### config.mk
export PLATFORM = sky130hd
export DESIGN_NAME = dma_bus_arbiter
export DESIGN_NICKNAME = d
export VERILOG_FILES = /design/src/rtl/dba_pkg.sv /design/src/rtl/dba_policy.sv /design/src/rtl/dba_grant_fsm.sv /design/src/rtl/dba_lane_swap.sv /design/src/rtl/dma_bus_arbiter.sv
export SDC_FILE = /design/constraint.sdc
export NUM_CORES = 1
export LEC_CHECK = 0
export BUFFER_PORTS_ARGS = -buffer_cell sky130_fd_sc_hd__buf_2
export CAP_MARGIN = 20
export CORE_AREA = 2 2 80 82
export CTS_BUF_LIST = sky130_fd_sc_hd__clkbuf_16
export DETAILED_ROUTE_END_ITERATION = 7
export DIE_AREA = 0 0 82 84
export PLACE_DENSITY = 0.82
export SYNTH_ARGS = -nofsm -noshare
export SYNTH_HDL_FRONTEND = slang
export SYNTH_SLANG_ARGS = --single-unit
### constraint.sdc
create_clock -name clk -period 2.7 [get_ports clk]
set_input_delay 0.54 -clock clk [delete_from_list [all_inputs] [get_ports clk]]
set_output_delay 0.54 -clock clk [all_outputs]
set_load 0.01 [all_outputs]
### src/rtl/dba_pkg.sv
// Package dba_pkg
// Shared types for the DMA bus arbiter: the bus-owner encoding.
// Assumes two requesters only (transmit and receive).
package dba_pkg;
    typedef enum logic [1:0] {
        OWN_NONE = 2'd0,
        OWN_TX   = 2'd1,
        OWN_RX   = 2'd2
    } owner_e;
endpackage

### src/rtl/dba_policy.sv
// Module dba_policy
// Combinational winner selection for one idle cycle. In receive-first mode
// the receive requester wins contention; in fair mode the favour flag breaks
// the tie. Assumes it is consulted only while the bus is free.
module dba_policy
    import dba_pkg::*;
(
    input  logic   tx_req,
    input  logic   rx_req,
    input  logic   fair_mode,
    input  logic   favor_tx,
    output owner_e pick
);
    // Purpose: choose the next owner from the current requests.
    always_comb begin
        if (tx_req && rx_req) begin
            if (fair_mode && favor_tx) pick = OWN_TX;
            else                       pick = OWN_RX;
        end else if (rx_req) begin
            pick = OWN_RX;
        end else if (tx_req) begin
            pick = OWN_TX;
        end else begin
            pick = OWN_NONE;
        end
    end
endmodule

### src/rtl/dba_grant_fsm.sv
// Module dba_grant_fsm
// Holds the current bus owner and the byte-order choice of its transaction.
// A grant starts only from the free state, and it ends when the owner signals
// done; the completed owner then loses the round-robin favour.
// Assumes done is meaningful only from the current owner.
module dba_grant_fsm
    import dba_pkg::*;
(
    input  logic   clk,
    input  logic   rst_n,
    input  owner_e pick,
    input  logic   tx_done,
    input  logic   rx_done,
    input  logic   tx_is_desc,
    input  logic   rx_is_desc,
    input  logic   desc_big,
    input  logic   buf_big,
    output owner_e owner_q,
    output logic   swap_q,
    output logic   favor_tx_q
);
    logic owner_done;
    logic tx_mirror;
    logic rx_mirror;

    // Purpose: decode whether the present owner is finishing.
    always_comb begin
        owner_done = ((owner_q == OWN_TX) && tx_done) ||
                     ((owner_q == OWN_RX) && rx_done);
        tx_mirror  = tx_is_desc ? desc_big : buf_big;
        rx_mirror  = rx_is_desc ? desc_big : buf_big;
    end

    // Purpose: grant, hold, release and round-robin history.
    always_ff @(posedge clk) begin
        if (!rst_n) begin
            owner_q    <= OWN_NONE;
            swap_q     <= 1'b0;
            favor_tx_q <= 1'b0;
        end else if (owner_q == OWN_NONE) begin
            owner_q <= pick;
            case (pick)
                OWN_TX:  swap_q <= tx_mirror;
                OWN_RX:  swap_q <= rx_mirror;
                default: swap_q <= 1'b0;
            endcase
        end else if (owner_done) begin
            favor_tx_q <= (owner_q == OWN_RX);
            owner_q    <= OWN_NONE;
            swap_q     <= 1'b0;
        end
    end
endmodule

### src/rtl/dba_lane_swap.sv
// Module dba_lane_swap
// Mirrors the byte lanes of a word when enabled, else passes it through.
// Assumes DATA_W is a whole number of bytes.
module dba_lane_swap #(
    parameter int DATA_W = 32
) (
    input  logic              en,
    input  logic [DATA_W-1:0] din,
    output logic [DATA_W-1:0] dout
);
    localparam int LANES = DATA_W / 8;

    // Purpose: one multiplexer per byte lane.
    for (genvar g = 0; g < LANES; g++) begin : g_lane
        assign dout[g*8 +: 8] = en ? din[(LANES-1-g)*8 +: 8] : din[g*8 +: 8];
    end
endmodule

### src/rtl/dma_bus_arbiter.sv
// Module dma_bus_arbiter
// Shares one memory bus master port between a transmit and a receive DMA
// requester. Selectable contention policy (receive-first or round-robin),
// grant held until done, and byte-lane mirroring chosen per transaction from
// separate descriptor and buffer endianness controls.
// Assumes requesters keep req high until granted and pulse done once.
module dma_bus_arbiter
    import dba_pkg::*;
#(
    parameter int DATA_W = 32
) (
    input  logic              clk,
    input  logic              rst_n,
    input  logic              fair_mode_i,
    input  logic              desc_big_i,
    input  logic              buf_big_i,
    input  logic              tx_req_i,
    input  logic              tx_is_desc_i,
    input  logic              tx_done_i,
    input  logic [DATA_W-1:0] tx_wdata_i,
    output logic              tx_gnt_o,
    output logic [DATA_W-1:0] tx_rdata_o,
    input  logic              rx_req_i,
    input  logic              rx_is_desc_i,
    input  logic              rx_done_i,
    input  logic [DATA_W-1:0] rx_wdata_i,
    output logic              rx_gnt_o,
    output logic [DATA_W-1:0] rx_rdata_o,
    output logic              bus_active_o,
    output logic [DATA_W-1:0] bus_wdata_o,
    input  logic [DATA_W-1:0] bus_rdata_i
);
    localparam int LANES = DATA_W / 8;

    owner_e            pick;
    owner_e            owner;
    logic              txn_swap;
    logic              favor_tx;
    logic [DATA_W-1:0] wsel;
    logic [DATA_W-1:0] wswap;
    logic [DATA_W-1:0] rswap;

    initial begin
        if (LANES * 8 != DATA_W) $error("DATA_W must be a multiple of 8");
    end

    dba_policy u_policy (
        .tx_req    (tx_req_i),
        .rx_req    (rx_req_i),
        .fair_mode (fair_mode_i),
        .favor_tx  (favor_tx),
        .pick      (pick)
    );

    dba_grant_fsm u_fsm (
        .clk        (clk),
        .rst_n      (rst_n),
        .pick       (pick),
        .tx_done    (tx_done_i),
        .rx_done    (rx_done_i),
        .tx_is_desc (tx_is_desc_i),
        .rx_is_desc (rx_is_desc_i),
        .desc_big   (desc_big_i),
        .buf_big    (buf_big_i),
        .owner_q    (owner),
        .swap_q     (txn_swap),
        .favor_tx_q (favor_tx)
    );

    // Purpose: route the owner's write data toward the bus.
    always_comb begin
        case (owner)
            OWN_TX:  wsel = tx_wdata_i;
            OWN_RX:  wsel = rx_wdata_i;
            default: wsel = '0;
        endcase
    end

    dba_lane_swap #(.DATA_W(DATA_W)) u_wr_swap (
        .en   (txn_swap),
        .din  (wsel),
        .dout (wswap)
    );

    dba_lane_swap #(.DATA_W(DATA_W)) u_rd_swap (
        .en   (txn_swap),
        .din  (bus_rdata_i),
        .dout (rswap)
    );

    // Purpose: drive grants and steer read data to the owner only.
    always_comb begin
        tx_gnt_o     = (owner == OWN_TX);
        rx_gnt_o     = (owner == OWN_RX);
        bus_active_o = (owner != OWN_NONE);
        bus_wdata_o  = wswap;
        tx_rdata_o   = (owner == OWN_TX) ? rswap : '0;
        rx_rdata_o   = (owner == OWN_RX) ? rswap : '0;
    end
endmodule

# Word level (Yosys, flattened, before mapping)
# Index checks and enable logic that the tools add are counted.
word_totals:
  in_bits: 107
  register_bits: 4
classes:
  bitwise: 1
  eq_ne: 4
  reduce_logical: 9
  mux: 22
ops:
  columns: ["op", "n"]
  rows:
  - ["2-to-1 mux 32 bit", 2]
  - ["2-to-1 mux 8 bit", 8]
  - ["one-hot mux 32 bit (2 select lines)", 1]
  - ["2-to-1 mux 2 bit", 5]
  - ["2-to-1 mux 1 bit", 5]
  - ["equality test 2 x 1 -> 1 bit (second input constant)", 2]
  - ["equality test 2 bit (second input constant)", 2]
  - ["logical AND 1 bit", 4]
  - ["nonzero test 2 bit", 2]
  - ["logical NOT 2 bit", 1]
  - ["one-hot mux 1 bit (2 select lines)", 1]
  - ["AND reduction 2 bit", 1]
  - ["logical OR 1 bit", 1]
  - ["inverter 1 bit", 1]

# Longest topological paths before layout
logic_depth:
  depth_word: 6
  mapped_depth: 7
  ltp_nobuf: 6

# Cells and area by module
# A second synthesis with hierarchy kept.
unflattened:
  cells_unflattened: 256
  hier_area_um2: 2364.8
by_module_without_submodules:
  columns: ["module", "seq_area_each_um2", "n_inst", "cells_each", "area_per_inst_um2"]
  rows:
  - ["dba_lane_swap", 0.0, 2, 36, 544.3]
  - ["dma_bus_arbiter", 0.0, 1, 151, 1018.5]
  - ["dba_grant_fsm", 80.1, 1, 29, 236.5]
  - ["dba_policy", 0.0, 1, 4, 21.3]

# Worst setup path after synthesis
# No wires, ideal clock.
synth_timing:
  kind: "reg2out"
  startpoint: "register u_fsm.owner_q[0]"
  endpoint: "output port bus_wdata_o[10]"
  path_stages_with_launch: 7
  t_arrival_ns: 1.432
  path_slack_ns: 0.728
  n_path_buf: 1
  path_cell_list: "dfxtp_1 inv_1 ha_1 clkbuf_1 a22o_1 nand2_1 o21ai_0"
synth_via:
  elab_chain_cells: 3
  word_cells_on_any_way: 4
  classes_between: "2 x eq/ne; 2 x mux"
synth_rtl:
  columns: ["item", "line", "source"]
  rows:
  - ["from (decl)", "dba_grant_fsm.sv:18", "output owner_e owner_q,"]
  - ["from (signal assigned)", "dba_grant_fsm.sv:41", "owner_q <= pick;"]
  - ["equality test 2 bit", null, null]
  - ["named net rx_gnt_o", "dma_bus_arbiter.sv:27", "output logic rx_gnt_o,"]
  - ["one-hot mux 32 bit (2 select lines)", "dma_bus_arbiter.sv:72", "case (owner)"]
  - ["2-to-1 mux 8 bit", "dba_lane_swap.sv:15", "assign dout[g*8 +: 8] = en ? din[(LANES-1-g)*8 +: 8] : din[g*8 +: 8];"]
  - ["to (decl)", "dma_bus_arbiter.sv:30", "output logic [DATA_W-1:0] bus_wdata_o,"]
# The timed path passes the listed nets, and every way through them passes these cells.

# Final worst setup path
layout_timing:
  startpoint: "register u_fsm.owner_q[0]"
  endpoint: "output port bus_wdata_o[12]"
layout_via:
  elab_chain_cells: 3
  word_cells_on_any_way: 4
  classes_between: "2 x eq/ne; 2 x mux"
layout_rtl:
  columns: ["item", "line"]
  rows:
  - ["equality test 2 bit / equality test 2 x 1 -> 1 bit (equally long branches)", "dma_bus_arbiter.sv:72"]
  - ["one-hot mux 32 bit (2 select lines) *", "dma_bus_arbiter.sv:72"]
  - ["2-to-1 mux 8 bit *", "dba_lane_swap.sv:15"]
# Mark *: on every way between the ends. The rest lies on a longest branch, timed or not.

==> run summary <==
Final period util: 0.847
Clock sink count: 4
Worst setup path endpoint: bus_wdata_o[12]
Syn_nets: 398
Final Max Tran Viols: 0
CTS max path bufs: 2
CTS Root Cell: clkbuf_16
CP Launch Type: flop
Setup-failing EPs final: 0
Max Freq: 0.437 GHz
Num CTS Buffers: 3
Clock transition at the registers of the reported paths: 0.03 ns
Top cells by area, synth: nor2b_1 (22%), mux2i_1 (17%), a22o_1 (15%), nand3_1 (9.7%), nand2_1 (7.3%)
Internal Pwr Total: 473 uW
ANT nets after route: 0
Crit path max-delay cell type: buf_4
Crit-path cells: inv_1 -> ha_2 -> buf_4 -> a22o_1 -> nand2_1 -> o21ai_0 -> buf_2
Unrepaired setup endpoints after global routing: false
Most used routing layer in global routing: met2
CTS tree: yes
Max VDD drop: 0.193 mV
Max transition margin: 0.687
Required time of the critical path: 2.16 ns
GPL Wtd Cong: 0.790
Layout cell share with drive strength beyond 1: 0.466
Synth Warn #: 0
Crit path DAT: 1.75 ns
Core ar.: 0.00610 sq mm
Port buffer count: 205
# IOs: 206
Outcome: complete, no violations
FP Rows: 29
Max-cap violation count: 0
Initial Utilization: 0.305
Tmin final: 2.29 ns
CP max stage delay: 0.33 ns
Syn-to-layout area delta: 61.4%
Cell accounting for the most synthesized area: nor2b_1
DR DRC count: 0
Switching Share: 0.405
Final Net Count: 583
CP endpoint kind: output port
Setup TNS: 0 ns
WL/cell: 13.8 microns
Cell variety after synth: 24
Slew of the pin with the lowest slew margin: 0.470 ns
First-pass GRT wire length: 11.3 mm
Sequential Power Share: 0.095
Worst Hold Class: flop to flop
R2r endpoint: u_fsm.swap_q
Seq/Total Area, Yosys: 0.0431
Sw power: 322 uW
CTS resizes: 0
R2R Setup Slk: 0.98 ns
Routed WL: 7.56 mm
Chip height: 84 microns
Power per cell area: 265 mW/mm^2
Vias in the first global route: 2,494
Synthesized cell area: 0.00186 sq mm
Hold WS: 0.535 ns
Die area: 0.00689 sq mm
Die W: 82 microns
Overflow left after global routing: 0
Vias per std cell: 5.15
Critical path class: flop to output port
M3 GR Usage: 0.0335
# H-tree levels: 1
DRT Pass-1 Iters: 4
Global-route met2 utilization: 0.405
Reg-to-reg startpoint: u_fsm.owner_q[0]
Pin count of the biggest net entering global routing: 65
Critical path fanouts, max: 38
Clk_skew: 0.00501 ns
Synth top area share: 0.222
Via count: 2,826
Final Hold Fails: 0
LEAKAGE: 1.58 nW
Combinational power share: 0.602
Diodes inserted: 0
Clk Latency, worst-skew pair: 0.23 ns
Number of antenna violations at the first check in global routing: 0
Mean Syn Cell Area: 6.46 sq um
Met1 usage: 0.210
CP startpoint: u_fsm.owner_q[0]
Cells after Synth: 288
Seq cells post-synth: 4
Hold buffers post-CTS: 0
Setup Buffers After CTS: 0
Initial DRC count: 101
Fraction of power consumed by the clock network: 0.304
Hpwl dp: 5.74 mm
Cells on worst reg2reg path: 6
GRT Util Overall: 0.200
## cells in the mapped netlist
| library cell | number |
|---|---|
| ha_1 | 3 |
| nor2b_1 | 66 |
| o21ai_1 | 18 |
| inv_1 | 3 |
| a21bo_2 | 1 |
| a22o_1 | 32 |
| a311o_1 | 1 |
| clkbuf_1 | 8 |
| mux2i_1 | 32 |
| buf_4 | 2 |
| nand3_1 | 36 |
| o211a_1 | 1 |
| o22ai_1 | 1 |
| buf_2 | 17 |
| a32oi_1 | 2 |
| o21ai_0 | 15 |
| a21oi_1 | 1 |
| buf_1 | 5 |
| nand2b_1 | 1 |
| and3_1 | 1 |
| dfxtp_1 | 4 |
| a21boi_1 | 1 |
| nand2_1 | 36 |
| a221oi_1 | 1 |
## critical path: cells and delay by family, from the launching register on
family	cells	cell delay, ns
compound gates	2	0.39
fa+ha+maj	1	0.18
buf+inv	3	0.57
flops	1	0.32
simple gates	1	0.06
## area by class of cell
type                            instances  area, sq um
Clock buffer                            3         75.1
Timing Repair Buffer                  212         1100
Tap cell                               77         96.3
Inverter                                3         11.3
Multi-Input combinational cell        249         1630
Sequential cell                         4         83.8
Clock inverter                          1         3.75
Fill cell                             601         3100
## cell families (layout without fill, tap and decap cells)
group	Yosys count	in the layout	synth area share
AND/OR/NAND/NOR	140	140	0.398
AO/OA/AOI/OAI	74	74	0.280
buffers and inverters	35	219	0.0861
multiplexers	32	32	0.172
flip-flops	4	4	0.0431
adder cells (fa/ha/maj)	3	3	0.0202
## flip-flops by register name (all words and copies together), names as in the netlist
register and flops:
u_fsm.favor_tx_q 1, u_fsm.owner_q 2, u_fsm.swap_q 1
## worst min path at each step
stage | from | endpoint | slack (ns) | depth (start not counted)
floorplan | u_fsm.favor_tx_q | u_fsm.favor_tx_q | 0.47 | 2
global placement | u_fsm.favor_tx_q | u_fsm.favor_tx_q | 0.48 | 2
detailed placement | u_fsm.favor_tx_q | u_fsm.favor_tx_q | 0.52 | 2
CTS | u_fsm.favor_tx_q | u_fsm.favor_tx_q | 0.54 | 2
global route | u_fsm.favor_tx_q | u_fsm.favor_tx_q | 0.57 | 2
finish | u_fsm.favor_tx_q | u_fsm.favor_tx_q | 0.53 | 2
## per-stage QoR
| step | cell area, sq um | total power, mW | util | setup slack [ns] | instances |
|---|---|---|---|---|---|
| after floorplan | 1860 | 0.359 | - | 0.728 | 288 |
| after global placement | 2920 | 0.539 | 0.479 | 0.709 | 545 |
| after detailed placement | 2920 | 0.551 | 0.479 | 0.640 | 545 |
| after CTS | 3000 | 0.796 | 0.492 | 0.404 | 549 |
| after global routing | 3000 | 0.849 | 0.492 | 0.226 | 549 |
| final | 3000 | 0.795 | 0.492 | 0.412 | 549 |
## power by group through the flow
stage,Clock (mW),Combinational (mW),Sequential (mW)
2_1_floorplan,0,0.293,0.0656
3_3_place_gp,0,0.463,0.0754
3_5_place_dp,0,0.475,0.0761
4_1_cts,0.241,0.480,0.0751
5_1_grt,0.246,0.527,0.0767
6_report,0.241,0.479,0.0752
## placed cells by master, fill, tap and decap left out
master / count
a221oi_1: 1
ha_2: 3
nand2_1: 36
a22o_1: 32
nor2b_1: 66
a21boi_1: 1
a311o_1: 1
buf_12: 2
clkbuf_16: 3
dfxtp_4: 1
nand3_1: 36
mux2i_1: 32
and3_1: 1
nand2b_1: 1
o211a_1: 1
a21oi_1: 1
o22ai_1: 1
buf_4: 5
o21ai_1: 18
o21ai_0: 15
a32oi_1: 2
inv_1: 4
dfxtp_1: 3
buf_2: 205
a21bo_2: 1
## metal layers
layer / part of all wire / routed length, microns / vias to the layer above
li1: - / - / 1387
met1: 0.37 / 2830 / 1260
met2: 0.51 / 3890 / 168
met3: 0.10 / 768 / 11
met4: 0.0098 / 74 / 0
met5: 0 / 0 / -
Note: power is estimated with default switching activity, not from simulation.
